### src/rtl/spi_xfer_pkg.sv
package spi_xfer_pkg;

  localparam int CMD_W       = 16;
  localparam int TYPE_LO     = 12;
  localparam int WR_BIT      = 9;
  localparam int RD_BIT      = 8;
  localparam int COUNT_W     = 8;

  typedef struct packed {
    logic active;       // transfer in progress
    logic loadWord;     // take txData into the transmit shifter
    logic shiftBit;     // advance the transmit shifter by one bit
    logic capture;      // delayed sample point for the input lanes
    logic captureLast;  // the delayed sample is the last bit of a word
    logic wrFlag;       // latched write enable
    logic rdFlag;       // latched read enable
  } ctrlStrobes_t;

endpackage

### src/rtl/spi_xfer_ctrl.sv
module spi_xfer_ctrl
  import spi_xfer_pkg::*;
#(
  parameter int DATA_W    = 8,
  parameter int CLK_DIV   = 1,
  parameter int SDI_DELAY = 1
) (
  input  logic             clk,
  input  logic             rstN,
  input  logic             cmdValid,
  output logic             cmdReady,
  input  logic [CMD_W-1:0] cmdWord,
  output logic             txLoad,
  output logic             sclk,
  output logic             csN,
  output ctrlStrobes_t     strb
);

  localparam int CNT_W = (CLK_DIV > 0) ? $clog2(CLK_DIV + 1) : 1;
  localparam int BIT_W = (DATA_W > 2) ? $clog2(DATA_W) : 1;

  logic               active;
  logic               phase;
  logic [CNT_W-1:0]   divCnt;
  logic [BIT_W-1:0]   bitCnt;
  logic [COUNT_W-1:0] wordsLeft;
  logic               wrEnQ;
  logic               rdEnQ;
  logic               pipeEmpty;
  logic               capNow;
  logic               capLast;

  logic isXfer, acceptXfer, tick, lastBit, bitEnd, wordEnd, xferEnd;
  logic nominal, nominalLast;
  logic unusedCmdBits;

  assign unusedCmdBits = ^cmdWord[TYPE_LO-1:WR_BIT+1];

  assign isXfer      = (cmdWord[CMD_W-1:TYPE_LO] == '0);
  assign cmdReady    = !active && pipeEmpty;
  assign acceptXfer  = cmdValid && cmdReady && isXfer;
  assign tick        = (divCnt == CNT_W'(CLK_DIV));
  assign lastBit     = (bitCnt == BIT_W'(DATA_W - 1));
  assign bitEnd      = active && tick && phase;
  assign wordEnd     = bitEnd && lastBit && (wordsLeft != '0);
  assign xferEnd     = bitEnd && lastBit && (wordsLeft == '0);
  assign nominal     = active && tick && !phase;
  assign nominalLast = nominal && lastBit;

  // Bit timing and transfer state
  always_ff @(posedge clk or negedge rstN) begin
    if (!rstN) begin
      active    <= 1'b0;
      phase     <= 1'b0;
      divCnt    <= '0;
      bitCnt    <= '0;
      wordsLeft <= '0;
      wrEnQ     <= 1'b0;
      rdEnQ     <= 1'b0;
    end else if (acceptXfer) begin
      active    <= 1'b1;
      phase     <= 1'b0;
      divCnt    <= '0;
      bitCnt    <= '0;
      wordsLeft <= cmdWord[COUNT_W-1:0];
      wrEnQ     <= cmdWord[WR_BIT];
      rdEnQ     <= cmdWord[RD_BIT];
    end else if (active) begin
      divCnt <= tick ? '0 : divCnt + 1'b1;
      if (tick) phase <= !phase;
      if (bitEnd) bitCnt <= lastBit ? '0 : bitCnt + 1'b1;
      if (wordEnd) wordsLeft <= wordsLeft - 1'b1;
      if (xferEnd) active <= 1'b0;
    end
  end

  // Delay line that carries the sample point towards the capture edge
  generate
    if (SDI_DELAY == 0) begin : g_noDelay
      assign capNow    = nominal;
      assign capLast   = nominalLast;
      assign pipeEmpty = 1'b1;
    end else begin : g_delay
      logic [SDI_DELAY-1:0] pipeV;
      logic [SDI_DELAY-1:0] pipeL;
      always_ff @(posedge clk or negedge rstN) begin
        if (!rstN) begin
          pipeV <= '0;
          pipeL <= '0;
        end else begin
          pipeV[0] <= nominal;
          pipeL[0] <= nominalLast;
          for (int i = 1; i < SDI_DELAY; i++) begin
            pipeV[i] <= pipeV[i-1];
            pipeL[i] <= pipeL[i-1];
          end
        end
      end
      assign capNow    = pipeV[SDI_DELAY-1];
      assign capLast   = pipeL[SDI_DELAY-1];
      assign pipeEmpty = (pipeV == '0);
    end
  endgenerate

  assign txLoad = (acceptXfer && cmdWord[WR_BIT]) || (wordEnd && wrEnQ);
  assign sclk   = active && phase;
  assign csN    = !active;

  always_comb begin
    strb.active      = active;
    strb.loadWord    = acceptXfer || wordEnd;
    strb.shiftBit    = bitEnd && !lastBit;
    strb.capture     = capNow;
    strb.captureLast = capLast;
    strb.wrFlag      = wrEnQ;
    strb.rdFlag      = rdEnQ;
  end

endmodule

### src/rtl/spi_xfer_dp.sv
module spi_xfer_dp
  import spi_xfer_pkg::*;
#(
  parameter int DATA_W = 8,
  parameter int LANES  = 2
) (
  input  logic                    clk,
  input  logic                    rstN,
  input  ctrlStrobes_t            strb,
  input  logic [DATA_W-1:0]       txData,
  input  logic [LANES-1:0]        sdi,
  output logic                    sdo,
  output logic [LANES*DATA_W-1:0] rxData,
  output logic                    rxValid
);

  logic [DATA_W-1:0] txShift;

  always_ff @(posedge clk or negedge rstN) begin
    if (!rstN) begin
      txShift <= '0;
    end else if (strb.loadWord) begin
      txShift <= txData;
    end else if (strb.shiftBit) begin
      txShift <= {txShift[DATA_W-2:0], 1'b0};
    end
  end

  assign sdo = strb.active && strb.wrFlag && txShift[DATA_W-1];

  generate
    for (genvar lane = 0; lane < LANES; lane++) begin : g_lane
      logic [DATA_W-2:0] rxShift;
      logic [DATA_W-1:0] nextWord;
      assign nextWord = {rxShift, sdi[lane]};
      always_ff @(posedge clk or negedge rstN) begin
        if (!rstN) begin
          rxShift                          <= '0;
          rxData[lane*DATA_W +: DATA_W]    <= '0;
        end else if (strb.capture) begin
          rxShift <= nextWord[DATA_W-2:0];
          if (strb.captureLast && strb.rdFlag)
            rxData[lane*DATA_W +: DATA_W] <= nextWord;
        end
      end
    end
  endgenerate

  always_ff @(posedge clk or negedge rstN) begin
    if (!rstN) rxValid <= 1'b0;
    else       rxValid <= strb.capture && strb.captureLast && strb.rdFlag;
  end

endmodule

### src/rtl/spi_xfer_shifter.sv
module spi_xfer_shifter
  import spi_xfer_pkg::*;
#(
  parameter int DATA_W    = 8,
  parameter int LANES     = 2,
  parameter int CLK_DIV   = 1,
  parameter int SDI_DELAY = 1
) (
  input  logic                    clk,
  input  logic                    rstN,
  input  logic                    cmdValid,
  output logic                    cmdReady,
  input  logic [15:0]             cmdWord,
  input  logic [DATA_W-1:0]       txData,
  output logic                    txLoad,
  output logic                    sclk,
  output logic                    csN,
  output logic                    sdo,
  input  logic [LANES-1:0]        sdi,
  output logic [LANES*DATA_W-1:0] rxData,
  output logic                    rxValid
);

  ctrlStrobes_t strb;

  spi_xfer_ctrl #(
    .DATA_W    (DATA_W),
    .CLK_DIV   (CLK_DIV),
    .SDI_DELAY (SDI_DELAY)
  ) u_ctrl (
    .clk      (clk),
    .rstN     (rstN),
    .cmdValid (cmdValid),
    .cmdReady (cmdReady),
    .cmdWord  (cmdWord),
    .txLoad   (txLoad),
    .sclk     (sclk),
    .csN      (csN),
    .strb     (strb)
  );

  spi_xfer_dp #(
    .DATA_W (DATA_W),
    .LANES  (LANES)
  ) u_dp (
    .clk     (clk),
    .rstN    (rstN),
    .strb    (strb),
    .txData  (txData),
    .sdi     (sdi),
    .sdo     (sdo),
    .rxData  (rxData),
    .rxValid (rxValid)
  );

endmodule

### config.mk
export PLATFORM = sky130hd
export DESIGN_NAME = spi_xfer_shifter
export DESIGN_NICKNAME = d
export VERILOG_FILES = /design/src/rtl/spi_xfer_pkg.sv /design/src/rtl/spi_xfer_ctrl.sv /design/src/rtl/spi_xfer_dp.sv /design/src/rtl/spi_xfer_shifter.sv
export SDC_FILE = /design/constraint.sdc
export NUM_CORES = 1
export LEC_CHECK = 0
export ABC_AREA = 1
export BUFFER_PORTS_ARGS = -buffer_cell sky130_fd_sc_hd__buf_2
export CAP_MARGIN = 30
export CORE_MARGIN = 1
export CORE_UTILIZATION = 45
export CTS_CLUSTER_DIAMETER = 80
export DETAILED_ROUTE_END_ITERATION = 10
export PLACE_DENSITY = 0.67
export SETUP_SLACK_MARGIN = 0.5
export SLEW_MARGIN = 20
export SYNTH_ARGS = -nofsm -noshare
export SYNTH_HDL_FRONTEND = slang
export SYNTH_SLANG_ARGS = --single-unit
### constraint.sdc
create_clock -name clk -period 4.53 [get_ports clk]
set_input_delay 0.2265 -clock clk [delete_from_list [all_inputs] [get_ports clk]]
set_output_delay 0.2265 -clock clk [all_outputs]
set_load 0.02 [all_outputs]
=== After elaboration in Yosys (flattened, before gate mapping) ===
Cells that the tools add are included.

* Memory bits (read-only): 0
* Memories: 0
* Output and inout bits: 22
* Bits in writable memories: 0
* Logic and storage cells: 74
* Bits in registers: 57
* Bits in latches: 0

* Shift-type cells: 0
* Muxes and demuxes: 18
* Add/sub/neg operators: 3
* Reductions and logical operators: 36
* Divide/modulo/power cells: 0
* Multiply operators: 0
* Bitwise logic cells: 1
* Equal/unequal tests: 1
* Order comparisons: 0

{| class="wikitable"
|+ Operator list
! kind !! number
|-
| 8-bit two-way mux || 5
|-
| 1-bit logical AND || 19
|-
| 3-bit two-way mux || 4
|-
| 2-bit nonzero test || 5
|-
| 1-bit two-way mux || 9
|-
| 8-bit zero test || 1
|-
| 2-bit AND reduction || 4
|-
| 8-bit nonzero test || 1
|-
| 8-bit by 1-bit subtractor with 8-bit output, second input constant || 1
|-
| 4-bit zero test || 1
|-
| 3-bit by 1-bit adder with 3-bit output, second input constant || 1
|-
| 3-bit == test, second input constant || 1
|-
| 1-bit zero test || 3
|-
| 1-bit logical OR || 2
|-
| 1-bit adder, second input constant || 1
|-
| 1-bit inverter || 1
|}

=== Depth between registers and ports, before layout ===
* Word-level depth: 7
* Mapped depth: 11

=== Cells and area by module ===
From an unflattened synthesis, not the netlist that was laid out.

* Cells, all modules: 328
* Area, all modules: 2788.9 µm²

{| class="wikitable"
|+ Modules (own cells, without submodules)
! module !! instances !! area an instance (µm²) !! cells an instance !! sequential area each (µm²)
|-
| spi_xfer_dp || 1 || 1606.5 || 171 || 975.9
|-
| spi_xfer_ctrl || 1 || 1182.4 || 157 || 450.4
|}

=== Worst setup path after synthesis ===
OpenSTA, ideal clock, no wires.

* Kind: reg2out
* Start point: register u_ctrl.bitCnt[0]
* End point: output txLoad
* Path slack: 2.707 ns
* Arrival: 1.596 ns
* Data required time: 4.303 ns
* Cell stages (with the launch flop): 8
* Cell sequence: dfrtp_1 > ha_1 > ha_1 > inv_1 > nor2_2 > o21ai_4 > buf_6 > o21ai_0

* Word-level cells in the longest chain between the ends: 5

{| class="wikitable"
|+ Ends and longest elaborated chain
! what !! line !! source
|-
| from (decl) || spi_xfer_ctrl.sv:25 || <nowiki>logic [BIT_W-1:0] bitCnt;</nowiki>
|-
| from (signal assigned) || spi_xfer_ctrl.sv:71 || <nowiki>if (bitEnd) bitCnt <= lastBit ? '0 : bitCnt + 1'b1;</nowiki>
|-
| 3-bit == test || spi_xfer_ctrl.sv:43 || <nowiki>assign lastBit = (bitCnt == BIT_W'(DATA_W - 1));</nowiki>
|-
| 1-bit logical AND (2 in series) || spi_xfer_ctrl.sv:45 || <nowiki>assign wordEnd = bitEnd && lastBit && (wordsLeft != '0);</nowiki>
|-
| 1-bit logical AND || spi_xfer_ctrl.sv:105 || <nowiki>assign txLoad = (acceptXfer && cmdWord[WR_BIT]) || (wordEnd && wrEnQ);</nowiki>
|-
| 1-bit logical OR || spi_xfer_ctrl.sv:105 ||
|-
| to (decl) || spi_xfer_shifter.sv:15 || <nowiki>output logic txLoad,</nowiki>
|}

No other way between the ends.

=== Worst setup path in the final report ===
* Start point: register u_ctrl.g_delay.pipeV, in the netlist u_ctrl.capNow
* End point: output txLoad

* Word-level cells in the longest chain between the ends: 6

{| class="wikitable"
|+ Ends and longest elaborated chain
! what !! line !! source
|-
| from (decl) || spi_xfer_ctrl.sv:84 || <nowiki>logic [SDI_DELAY-1:0] pipeV;</nowiki>
|-
| from (signal, indexed assignment) || spi_xfer_ctrl.sv:94 || <nowiki>pipeV[i] <= pipeV[i-1];</nowiki>
|-
| 1-bit inverter || spi_xfer_ctrl.sv:101 || <nowiki>assign pipeEmpty = (pipeV == '0);</nowiki>
|-
| 1-bit logical AND || spi_xfer_ctrl.sv:40 || <nowiki>assign cmdReady = !active && pipeEmpty;</nowiki>
|-
| 1-bit logical AND (2 in series) || spi_xfer_ctrl.sv:41 || <nowiki>assign acceptXfer = cmdValid && cmdReady && isXfer;</nowiki>
|-
| 1-bit logical AND || spi_xfer_ctrl.sv:105 ||
|-
| 1-bit logical OR || spi_xfer_ctrl.sv:105 ||
|}

No other way between the ends.

==> qor.yml <==
status: "finished clean"
port_buffers: 48
antenna_left: 0
startpoint_type: "flip-flop"
hold_viol_final: 0
hold_buffers: 0
setup_tns_ns: 0
cp-end-kind: "output port"
antenna_found_initial: 0
regArea_mm2: 0.00143
critPathSlowestCell: "dfrtp_1"
root_buffer: "clkbuf_8"
max_slew_margin_pct: 47.3
vias_per_cell: 4.77
clk_pin_slew_ns: 0.07
synthTopCellsByArea: "dfrtp_1, nand2_1, o21ai_0, inv_1, nand3_1"
yosys_register_bits: 57
final_area_mm2: 0.00319
dp_hpwl_mm: 3.33
grt_use_met3_pct: 5.37
core_area_mm2: 0.00568
crit_path_cell_trace: "nor3b_2 -> nand2_4 -> clkinv_2 -> nand2_1 -> o21ai_0 -> buf_2"
rsz0062_at_grt: "false"
fin_crit_sh_pct: 55.3
dp_slack_ns: 2.16
crit_buf_inv: 2
tightest_slew_ns: 0.791
grt_start_max_net_pins: 58
cp.required_ns: 4.30
final_cells: 453
setup_violations: 0
cts_sinks: 57
grt-busiest-layer: "met2"
path_delay_family: "flip-flops"
placed_cell_area_mm2: 0.00296
drv_cap: 0
synth-edff-count: 0
grt_pass1_wl_mm: 8.74
drive_gt1_share_pct: 21.0
synth_area_mm2: 0.00273
diodes: 0
vias: 2160
cts_tree: "built"
numCtsBuffers: 9
drtPass1Iterations: 4
synth_top_area_share_pct: 52.3
grt_util_met2_pct: 29.4
ys_warn_count: 0
r2r_end: "u_ctrl.wordsLeft[0]"
grt_use_met1_pct: 22.3
synth_most_common_cell: "nand2_1"
clock_skew_ns: 0.00507
wire_per_inst_um: 11.0
die_h_um: 79.8
routed_wl_mm: 4.98
worst_slack_ns: 2.03
grt_pass1_vias: 2031
yosys.cell_types.count: 27
avgSynthCellArea_um2: 8.31
io_pins: 51
synth_common_cells: "nand2_1, dfrtp_1, inv_1, o21ai_0, nand3_1"
synth_largest_area_cell: "dfrtp_1"
drt_iter0_drc: 78
min_path_type: "in2async"
ys_seq_area_share_pct: 52.3
fillCellCount: 530
placed_cells_incl_taps: 436
drc: 0
start_util_pct: 48.0
r2r_cells: 7
cts_setup_buffers: 0
irDropWorstVdd_mv: 0.285
worstSetupPathType: "reg2out"
syn_nets: 361
clk_path_buf_depth: 2
rows: 27
arrival_ns: 2.28
p_leak_uw: 0.00173
die_area_mm2: 0.00637
gp_congestion: 0.821
worstReg2RegStart: "u_ctrl.capNow"
drv_slew: 0
critPathLaunch: "u_ctrl.capNow"
path_max_fanout: 31
multi_input_area_mm2: 0.00102
powerDensity_mw_per_mm2: 580
slowest_delay_ns: 0.86
grt_overflow: 0
reg2reg_slack_ns: 2.54
p_total_uw: 1850
ys_async_sr_fraction_pct: 100
ctsResizeCount: 0
min_period_ns: 2.50
synthCells: 328
synth_top_flop_cell: "dfrtp_1"
area_growth_pct: 16.9
die_w_um: 79.8
h-tree-depth: 3
grt_util_all_layers_pct: 17.8
clock.fmax_mhz: 399
clk_latency_ns: 0.33
nNetsFinal: 409
how the worst max path moves through the flow:
| stage | end | slack, ns | cells past startpoint |
|---|---|---|---|
| 2_1_floorplan | txLoad | 2.71 | 7 |
| 3_3_place_gp | u_dp.rxData[11] | 2.21 | 2 |
| 3_5_place_dp | u_dp.rxData[11] | 2.16 | 2 |
| 4_1_cts | txLoad | 1.97 | 6 |
| 5_1_grt | txLoad | 1.77 | 6 |
| 6_report | txLoad | 2.03 | 6 |
registers in the layout, summed over array words and instances, names as in the netlist:
register	count
u_ctrl.active	1
u_ctrl.bitCnt	3
u_ctrl.capLast	1
u_ctrl.capNow	1
u_ctrl.divCnt	1
u_ctrl.phase	1
u_ctrl.rdEnQ	1
u_ctrl.wordsLeft	8
u_ctrl.wrEnQ	1
u_dp.g_lane.rxShift	14
u_dp.rxData	16
u_dp.rxValid	1
u_dp.txShift	8
cells by family (layout without fill, tap and decap cells):
| group | Yosys count | in the layout | share of synthesized area, % |
|---|---|---|---|
| AOI/OAI and AO/OA | 48 | 48 | 9.55 |
| DFF | 57 | 57 | 52.3 |
| buffers and inverters | 61 | 114 | 10.4 |
| adders and majority gates | 4 | 4 | 1.84 |
| and+or+nand+nor | 158 | 158 | 25.9 |
metrics by stage:
stage               hold WS, ns  util, %
detailed placement        0.412     52.2
floorplan               -0.0691        -
CTS                      0.0556     55.9
global route             0.0921     56.2
global placement          0.417     52.2
finish                   0.0199     56.2
power by group:
group	switching, µW	total (µW)	internal (µW)
clock	203	509	307
combinational	326	537	211
sequential	140	802	662
metal layers:
metal | up-vias | wire length (µm)
met5 | - | 0
met3 | 7 | 299
li1 | 1110 | -
met1 | 975 | 2390
met2 | 68 | 2230
met4 | 0 | 56
final cells by class:
cell class | instances | area share, %
well taps | 72 | 2.83
multi-input cells | 210 | 31.9
flip-flops and latches | 57 | 44.8
clock buffers | 10 | 4.00
repair buffers | 50 | 8.24
inverters | 48 | 5.69
clock inverters | 6 | 2.59
layout by cell type (no fill, tap or decap), drive strengths merged:
| master | count |
|---|---|
| a211oi | 1 |
| a21boi | 1 |
| a21oi | 5 |
| and2 | 1 |
| buf | 50 |
| bufinv | 2 |
| clkbuf | 10 |
| clkinv | 4 |
| clkinvlp | 1 |
| dfrtp | 57 |
| ha | 4 |
| inv | 47 |
| nand2 | 103 |
| nand3 | 24 |
| nand4 | 3 |
| nor2 | 24 |
| nor3 | 1 |
| nor3b | 2 |
| o21ai | 41 |
Power figures use the tool's default switching activity.
